**src/rtl/segpanel_pkg.sv**
```systemverilog
package segpanel_pkg;

    localparam int MEM_DEPTH = 12;
    localparam int PTR_W     = 4;

    typedef enum logic [2:0] {
        ST_IDLE,
        ST_ADDR,
        ST_ADDR_ACK,
        ST_RX,
        ST_RX_ACK,
        ST_TX,
        ST_TX_ACK
    } xfer_state_t;

    function automatic logic [PTR_W-1:0] ptr_clamp(input logic [PTR_W-1:0] p);
        return (p < PTR_W'(MEM_DEPTH)) ? p : '0;
    endfunction

    function automatic logic [PTR_W-1:0] ptr_step(input logic [PTR_W-1:0] p);
        return (p == PTR_W'(MEM_DEPTH - 1)) ? '0 : p + PTR_W'(1);
    endfunction

endpackage

```
**src/rtl/segpanel_busmon.sv**
```systemverilog
module segpanel_busmon #(
    parameter int STAGES = 2
) (
    input  logic clk,
    input  logic rst_n,
    input  logic scl_i,
    input  logic sda_i,
    output logic scl_lvl,
    output logic sda_lvl,
    output logic scl_rise,
    output logic scl_fall,
    output logic start_c,
    output logic stop_c
);
    logic [STAGES-1:0] scl_sh, sda_sh;
    logic              scl_d, sda_d;

    always_ff @(posedge clk or negedge rst_n) begin
        if (!rst_n) begin
            scl_sh <= '1;
            sda_sh <= '1;
            scl_d  <= 1'b1;
            sda_d  <= 1'b1;
        end else begin
            scl_sh <= {scl_sh[STAGES-2:0], scl_i};
            sda_sh <= {sda_sh[STAGES-2:0], sda_i};
            scl_d  <= scl_sh[STAGES-1];
            sda_d  <= sda_sh[STAGES-1];
        end
    end

    assign scl_lvl  = scl_sh[STAGES-1];
    assign sda_lvl  = sda_sh[STAGES-1];
    assign scl_rise = scl_lvl & ~scl_d;
    assign scl_fall = ~scl_lvl & scl_d;
    assign start_c  = scl_lvl & scl_d & sda_d & ~sda_lvl;
    assign stop_c   = scl_lvl & scl_d & ~sda_d & sda_lvl;

    // a bus condition never coincides with an SCL edge
    p_events_exclusive_r1: assert property (@(posedge clk) disable iff (!rst_n)
        $onehot0({scl_rise, scl_fall, start_c, stop_c}));

endmodule

```
**src/rtl/segpanel_store.sv**
```systemverilog
module segpanel_store
    import segpanel_pkg::*;
#(
    parameter int DEPTH = MEM_DEPTH,
    parameter int AW    = PTR_W
) (
    input  logic          clk,
    input  logic          rst_n,
    input  logic          we,
    input  logic [AW-1:0] waddr,
    input  logic [7:0]    wdata,
    input  logic [AW-1:0] haddr,
    output logic [7:0]    hdata,
    input  logic [AW-1:0] eaddr,
    output logic [7:0]    edata
);
    localparam int HALF = DEPTH / 2;

    logic [7:0] cells [DEPTH];

    for (genvar g = 0; g < DEPTH; g++) begin : g_cell
        localparam bit NIBBLE_ONLY = (g == HALF - 1) || (g == DEPTH - 1);
        logic [7:0] cell_q;
        always_ff @(posedge clk or negedge rst_n) begin
            if (!rst_n)
                cell_q <= '0;
            else if (we && waddr == AW'(g))
                cell_q <= NIBBLE_ONLY ? {4'h0, wdata[3:0]} : wdata;
        end
        assign cells[g] = cell_q;
    end

    always_comb begin
        hdata = '0;
        edata = '0;
        for (int i = 0; i < DEPTH; i++) begin
            if (haddr == AW'(i)) hdata = cells[i];
            if (eaddr == AW'(i)) edata = cells[i];
        end
    end

    // the short positions never show upper bits
    p_short_slot_r9: assert property (@(posedge clk) disable iff (!rst_n)
        (eaddr == AW'(HALF - 1) || eaddr == AW'(DEPTH - 1)) |-> (edata[7:4] == 4'h0));

    // out-of-range engine addresses read as zero
    p_engine_range_r10: assert property (@(posedge clk) disable iff (!rst_n)
        (eaddr >= AW'(DEPTH)) |-> (edata == 8'h00));

endmodule

```
**src/rtl/segpanel_ctrl.sv**
```systemverilog
module segpanel_ctrl
    import segpanel_pkg::*;
#(
    parameter logic [6:0] DEV_ADDR = 7'b0111001
) (
    input  logic             clk,
    input  logic             rst_n,
    input  logic             scl_lvl,
    input  logic             sda_lvl,
    input  logic             scl_rise,
    input  logic             scl_fall,
    input  logic             start_c,
    input  logic             stop_c,
    input  logic [7:0]       rd_byte,
    output logic             sda_pull,
    output logic [7:0]       cmd_q,
    output logic             mem_we,
    output logic [PTR_W-1:0] mem_waddr,
    output logic [7:0]       mem_wdata
);
    xfer_state_t state, state_nx;
    logic [7:0]  sr;
    logic [3:0]  bitcnt;
    logic        rw_q, got_cmd, ack_q;
    logic        byte_done, addr_hit, cmd_ld;

    assign byte_done = (bitcnt == 4'd8);
    assign addr_hit  = (sr[7:1] == DEV_ADDR);

    // state register
    always_ff @(posedge clk or negedge rst_n) begin
        if (!rst_n) state <= ST_IDLE;
        else        state <= state_nx;
    end

    always_comb begin
        state_nx = state;
        if (stop_c)
            state_nx = ST_IDLE;
        else if (start_c)
            state_nx = ST_ADDR;
        else begin
            unique case (state)
                ST_IDLE:     state_nx = ST_IDLE;
                ST_ADDR:     if (scl_fall && byte_done) state_nx = addr_hit ? ST_ADDR_ACK : ST_IDLE;
                ST_ADDR_ACK: if (scl_fall) state_nx = rw_q ? ST_TX : ST_RX;
                ST_RX:       if (scl_fall && byte_done) state_nx = ST_RX_ACK;
                ST_RX_ACK:   if (scl_fall) state_nx = ST_RX;
                ST_TX:       if (scl_fall && byte_done) state_nx = ST_TX_ACK;
                ST_TX_ACK:   if (scl_fall) state_nx = ack_q ? ST_TX : ST_IDLE;
                default:     state_nx = ST_IDLE;
            endcase
        end
    end

    // write strobes toward the store and the control byte
    always_comb begin
        mem_we    = (state == ST_RX) && scl_fall && byte_done && got_cmd;
        cmd_ld    = (state == ST_RX) && scl_fall && byte_done && !got_cmd;
        mem_waddr = cmd_q[PTR_W-1:0];
        mem_wdata = sr;
    end

    // datapath and outputs
    always_ff @(posedge clk or negedge rst_n) begin
        if (!rst_n) begin
            sr       <= '0;
            bitcnt   <= '0;
            rw_q     <= 1'b0;
            got_cmd  <= 1'b0;
            ack_q    <= 1'b0;
            sda_pull <= 1'b0;
            cmd_q    <= '0;
        end else if (start_c || stop_c) begin
            bitcnt   <= '0;
            got_cmd  <= 1'b0;
            sda_pull <= 1'b0;
        end else begin
            unique case (state)
                ST_ADDR, ST_RX: begin
                    if (scl_rise) begin
                        sr     <= {sr[6:0], sda_lvl};
                        bitcnt <= bitcnt + 4'd1;
                    end
                    if (scl_fall && byte_done) begin
                        if (state == ST_ADDR) begin
                            rw_q     <= sr[0];
                            sda_pull <= addr_hit;
                        end else begin
                            sda_pull <= 1'b1;
                            got_cmd  <= 1'b1;
                            if (cmd_ld)
                                cmd_q <= {sr[7:4], ptr_clamp(sr[3:0])};
                            else
                                cmd_q[PTR_W-1:0] <= ptr_step(cmd_q[PTR_W-1:0]);
                        end
                    end
                end
                ST_ADDR_ACK, ST_RX_ACK: begin
                    if (scl_fall) begin
                        bitcnt <= '0;
                        if (state == ST_ADDR_ACK && rw_q) begin
                            sr       <= rd_byte;
                            sda_pull <= ~rd_byte[7];
                        end else begin
                            sda_pull <= 1'b0;
                        end
                    end
                end
                ST_TX: begin
                    if (scl_rise) bitcnt <= bitcnt + 4'd1;
                    if (scl_fall) begin
                        if (byte_done) begin
                            sda_pull         <= 1'b0;
                            cmd_q[PTR_W-1:0] <= ptr_step(cmd_q[PTR_W-1:0]);
                        end else begin
                            sr       <= {sr[6:0], 1'b0};
                            sda_pull <= ~sr[6];
                        end
                    end
                end
                ST_TX_ACK: begin
                    if (scl_rise) ack_q <= ~sda_lvl;
                    if (scl_fall) begin
                        bitcnt <= '0;
                        if (ack_q) begin
                            sr       <= rd_byte;
                            sda_pull <= ~rd_byte[7];
                        end
                    end
                end
                default: ;
            endcase
        end
    end

    // the pull request moves only while SCL is low
    p_sda_low_phase_r1: assert property (@(posedge clk) disable iff (!rst_n)
        (sda_pull != $past(sda_pull)) |-> !$past(scl_lvl));

    // a foreign address leaves the line released
    p_foreign_nack_r1: assert property (@(posedge clk) disable iff (!rst_n)
        (state == ST_ADDR && scl_fall && byte_done && !addr_hit) |=> !sda_pull);

    // a stored byte advances the pointer by one
    p_ptr_advance_r3: assert property (@(posedge clk) disable iff (!rst_n)
        (mem_we && mem_waddr != PTR_W'(MEM_DEPTH - 1)) |=> (cmd_q[PTR_W-1:0] == $past(mem_waddr) + PTR_W'(1)));

    // the last position steps back to zero
    p_ptr_wrap_r4: assert property (@(posedge clk) disable iff (!rst_n)
        (mem_we && mem_waddr == PTR_W'(MEM_DEPTH - 1)) |=> (cmd_q[PTR_W-1:0] == '0));

    // the pointer never leaves the store
    p_ptr_bound_r5: assert property (@(posedge clk) disable iff (!rst_n)
        cmd_q[PTR_W-1:0] < PTR_W'(MEM_DEPTH));

    // a host NACK ends sending with SDA released
    p_nack_release_r6: assert property (@(posedge clk) disable iff (!rst_n)
        (state == ST_TX_ACK && scl_fall && !ack_q) |=> (!sda_pull && state == ST_IDLE));

endmodule

```
**src/rtl/segpanel_i2c_target.sv**
```systemverilog
module segpanel_i2c_target
    import segpanel_pkg::*;
#(
    parameter logic [6:0] DEV_ADDR    = 7'b0111001,
    parameter int         SYNC_STAGES = 2
) (
    input  logic       clk,
    input  logic       rst_n,
    input  logic       scl_i,
    input  logic       sda_i,
    output logic       sda_pull_o,
    output logic       blank_o,
    output logic [1:0] frame_sel_o,
    output logic       blink_sel_o,
    output logic [3:0] ptr_o,
    input  logic [3:0] eng_addr_i,
    output logic [7:0] eng_data_o
);
    logic             scl_lvl, sda_lvl, scl_rise, scl_fall, start_c, stop_c;
    logic [7:0]       rd_byte, cmd_q, mem_wdata;
    logic             mem_we;
    logic [PTR_W-1:0] mem_waddr;

    segpanel_busmon #(.STAGES(SYNC_STAGES)) u_mon (
        .clk(clk), .rst_n(rst_n), .scl_i(scl_i), .sda_i(sda_i),
        .scl_lvl(scl_lvl), .sda_lvl(sda_lvl), .scl_rise(scl_rise),
        .scl_fall(scl_fall), .start_c(start_c), .stop_c(stop_c)
    );

    segpanel_ctrl #(.DEV_ADDR(DEV_ADDR)) u_ctrl (
        .clk(clk), .rst_n(rst_n), .scl_lvl(scl_lvl), .sda_lvl(sda_lvl),
        .scl_rise(scl_rise), .scl_fall(scl_fall), .start_c(start_c),
        .stop_c(stop_c), .rd_byte(rd_byte), .sda_pull(sda_pull_o),
        .cmd_q(cmd_q), .mem_we(mem_we), .mem_waddr(mem_waddr),
        .mem_wdata(mem_wdata)
    );

    segpanel_store #(.DEPTH(MEM_DEPTH), .AW(PTR_W)) u_store (
        .clk(clk), .rst_n(rst_n), .we(mem_we), .waddr(mem_waddr),
        .wdata(mem_wdata), .haddr(cmd_q[PTR_W-1:0]), .hdata(rd_byte),
        .eaddr(eng_addr_i), .edata(eng_data_o)
    );

    assign blank_o     = cmd_q[7];
    assign frame_sel_o = cmd_q[6:5];
    assign blink_sel_o = cmd_q[4];
    assign ptr_o       = cmd_q[3:0];

endmodule

```
**config.mk**
```make
export PLATFORM = sky130hd
export DESIGN_NAME = segpanel_i2c_target
export DESIGN_NICKNAME = d
export VERILOG_FILES = /design/src/rtl/segpanel_pkg.sv /design/src/rtl/segpanel_busmon.sv /design/src/rtl/segpanel_store.sv /design/src/rtl/segpanel_ctrl.sv /design/src/rtl/segpanel_i2c_target.sv
export SDC_FILE = /design/constraint.sdc
export NUM_CORES = 1
export LEC_CHECK = 0
export BUFFER_PORTS_ARGS = -buffer_cell sky130_fd_sc_hd__buf_2
export CAP_MARGIN = 20
export CORE_ASPECT_RATIO = 1.1
export CORE_UTILIZATION = 55
export CTS_CLUSTER_SIZE = 28
export DETAILED_ROUTE_END_ITERATION = 12
export GPL_ROUTABILITY_DRIVEN = 0
export MAX_ROUTING_LAYER = met4
export PLACE_DENSITY_LB_ADDON = 0.1
export SYNTH_ARGS = -nofsm -noshare
export SYNTH_HDL_FRONTEND = slang
export SYNTH_SLANG_ARGS = --single-unit
```
**constraint.sdc**
```tcl
create_clock -name clk -period 6.5 [get_ports clk]
set_input_delay 0.65 -clock clk [delete_from_list [all_inputs] [get_ports clk]]
set_output_delay 0.65 -clock clk [all_outputs]
set_load 0.02 [all_outputs]
```
==> parameters.txt <==
Parameter                              Value

Synth
  Part of the Yosys area used for sequential elements ... 43.3%
  Async S/R FF share, synth ... 100%
  Leading register cell type out of synthesis ... dfrtp_1
  Post-synthesis net count ... 711
  Gate count after technology mapping ... 697
  Mean Syn Cell Area ... 10.1 µm²
  Post-synthesis register bit count ... 121
  Cell variety after synth ... 60
  Number of flops mapped to enable cells by yosys ... 0
  Number of warnings reported in the yosys synthesis log ... 0
  Cell Area, Synth ... 0.00701 mm²

Global route
  Antenna violations before repair ... 0
  GRT Overall Usage ... 31.8%
  Number of global-route vias before repair ... 5,529
  Global-route wire length before repair ... 30,200 µm
  Maximum number of pins on one net before global-route repair ... 79
  GR Overflow Total ... 0

Critical path
  Type of element launching the critical path ... input port
  Highest net fanout along the worst path ... 38
  Nature of the critical path endpoint ... output pin
  Arrival time of data at the critical path endpoint ... 2620 ps
  WS Path Type ... input port to output pin
  Required @ worst endpoint ... 5850 ps

Cells and area
  Antenna diodes ... 0
  Non-filler instance count after layout ... 862
  Relative area change from synthesis to final layout ... 11.5%
  Most frequent cells in the layout ... 115 x dfrtp_1, 83 x mux2_2, 55 x a21oi_1, 55 x nand2_1, 48 x o21ai_0
  Share of final-layout standard cells stronger than drive strength 1 ... 25.3%
  Final Instance Area ... 0.00782 mm²
  Most frequent standard cell in the layout excluding fill and tap cells ... dfrtp_1
  Nets ... 709

CTS
  Total clock sinks ... 121
  Clock latency at the later pin of the worst-skew pair ... 420 ps
  CTS Buffer Depth ... 2
  Post-CTS Setup Inserts ... 0
  Clock tree from TritonCTS ... yes
  Clock root buffer ... clkbuf_16
  Number of gates given a new drive strength after cts ... 0
  H-Tree Depth ... 4
  Clock input transition at the sequential cells of the worst setup and hold paths ... 50 ps
  Total of hold buffers inserted after clock tree synthesis ... 0
  Inserted Clock Buffers ... 17

Placed design
  Number of cells in the design after placement ... 829
  DP HPWL ... 12,600 µm
  Area of placed instances ... 0.00716 mm²
  IO buf count ... 24

Floorplan
  Boundary Pins ... 25
  Area of the core ... 0.0122 mm²
  Number of rows in the core area ... 42
  Initial core utilization ... 57.3%
  Vertical die dimension ... 120 µm
  Area of the die ... 0.0132 mm²
  Horizontal die dimension ... 110 µm

STA
  Final hold slack ... 223 ps
  Max-slew headroom ... 32.9%
  Part of the cycle the worst path needs ... 50.3%
  Number of failing setup endpoints in the final timing report ... 0
  Top achievable clock speed ... 0.306 GHz
  Transition time at the pin with the least slew margin ... 1010 ps
  Post-route minimum period ... 3270 ps
  Max-slew violations ... 0
  Fin. Hold Viols ... 0
  Final setup skew ... 7.61 ps
  Unrepaired setup endpoints after global routing ... no
  Total negative slack for setup checks ... 0 ps

Routing
  Wirelength, routed ... 19,000 µm
  Count of unresolved DRC violations after routing ... 0
  Detailed Routing Iterations Pass 1 ... 7
  Detailed-route via count ... 5,703
  Met2 WL ... 9350 µm
  Initial DRC count ... 709
  Length of routed met3 wiring ... 1190 µm
  Top layer reached by signal wires ... met4
  Drt via density ... 6.62
  Final antenna-violating net count ... 0
  Routed metal-1 wire length ... 8070 µm
  Wirelength per Cell ... 22.1 µm

Pwr
  Total leakage power ... 0.00347 µW
  Power density relative to cell area ... 236 mW/mm²
  Worst vdd rail ir drop ... 171 µV

Run status
  Run status ... finished clean

Worst hold path
  Min-Delay Path Class ... input port to async pin

Job
  Max-capacitance violation count ... 0
-- report_power, final --
group	switching (µW)	internal [µW]
Sequential	12.0	760
Combinational	49.2	22.3
Clock	330	668
-- synthesized netlist by cell type (all sizes together) (4+ instances only) --
cell    count  area [µm²]
dfrtp     115        2880
mux2       89        1000
nand2      59         251
a21oi      55         275
o21ai      49         245
nor2       46         188
clkbuf     33         124
buf        20        93.9
inv        20        75.1
a221oi     18         158
nor2b      18         113
o22ai      18         113
a31oi      17         106
nand2b     15        96.3
a211oi     12        90.1
mux2i      11         110
mux4       11         248
o31ai       9        67.6
nand3b      7        65.1
nor3        7        51.3
dfstp       6         158
ha          6        75.1
nand3       6        30.0
a211o       5        43.8
o221ai      5        43.8
a21boi      4        30.0
-- critical path: stages --
cell	delay, ps
buf_2	750
mux4_2	600
mux2i_1	140
nor2_1	50
a21oi_1	120
a31oi_1	70
buf_2	210
-- cell type report --
cell class              instances  area (µm²)
clock buffers                  23         478
clock inverters                 9         145
fillers                       999        4430
inverters                      21        78.8
multi-input cells             502        3680
flip-flops and latches        121        3040
well taps                     154         193
repair buffers                 32         203
-- cell families (layout without fill, tap and decap cells) --
group	after synthesis	after routing	synth area share, %
compound gates	205	205	18.3
simple gates	178	178	13.5
flops	121	121	43.3
mux	111	111	19.4
buf+inv	74	85	4.23
fa+ha+maj	6	6	1.07
xor+xnor	2	2	0.250
-- stage by stage --
step	util (%)	power (µW)	setup WS (ps)
after floorplan	-	821	3760
after global placement	58.5	852	3280
after detailed placement	58.5	854	3230
after CTS	63.6	1850	3220
after global routing	63.8	1900	3110
final	63.8	1840	3230
-- final timing paths --
path | cells after the start | slack (ps) | from | end
worst max-delay path | 7 | 3230 | eng_addr_i[0] | eng_data_o[3]
worst min-delay path | 1 | 220 | rst_n | u_store.g_cell[11].cell_q[3]$_DFFE_PN0P_
worst max register to register | 8 | 3550 | u_ctrl.cmd_q[0]$_DFFE_PN0P_ | u_ctrl.mem_wdata[6]$_DFFE_PN0P_
worst min register to register | 0 | 360 | u_mon.scl_sh[0]$_DFF_PN1_ | u_mon.scl_sh[1]$_DFF_PN1_
max in group asynchronous | 3 | 5280 | rst_n | u_mon.scl_sh[0]$_DFF_PN1_
min in group clk | 1 | 320 | scl_i | u_mon.scl_sh[0]$_DFF_PN1_
-- routing by layer --
layer  GRT usage, %  vias up
met5              -        -
met4           11.8        0
met2           48.5      257
li1               -     2562
met1           42.6     2844
met3           5.77       40
-- state kept, by name, summed over array words and instances, names as in the netlist, 2 cells and up --
register               cells
u_ctrl.cmd_q               8
u_mon.scl_sh               2
u_store.g_cell.cell_q     88
u_ctrl.state               3
u_mon.sda_sh               2
u_ctrl.mem_wdata           8
u_ctrl.bitcnt              4
(Power assumes the default switching activity.)
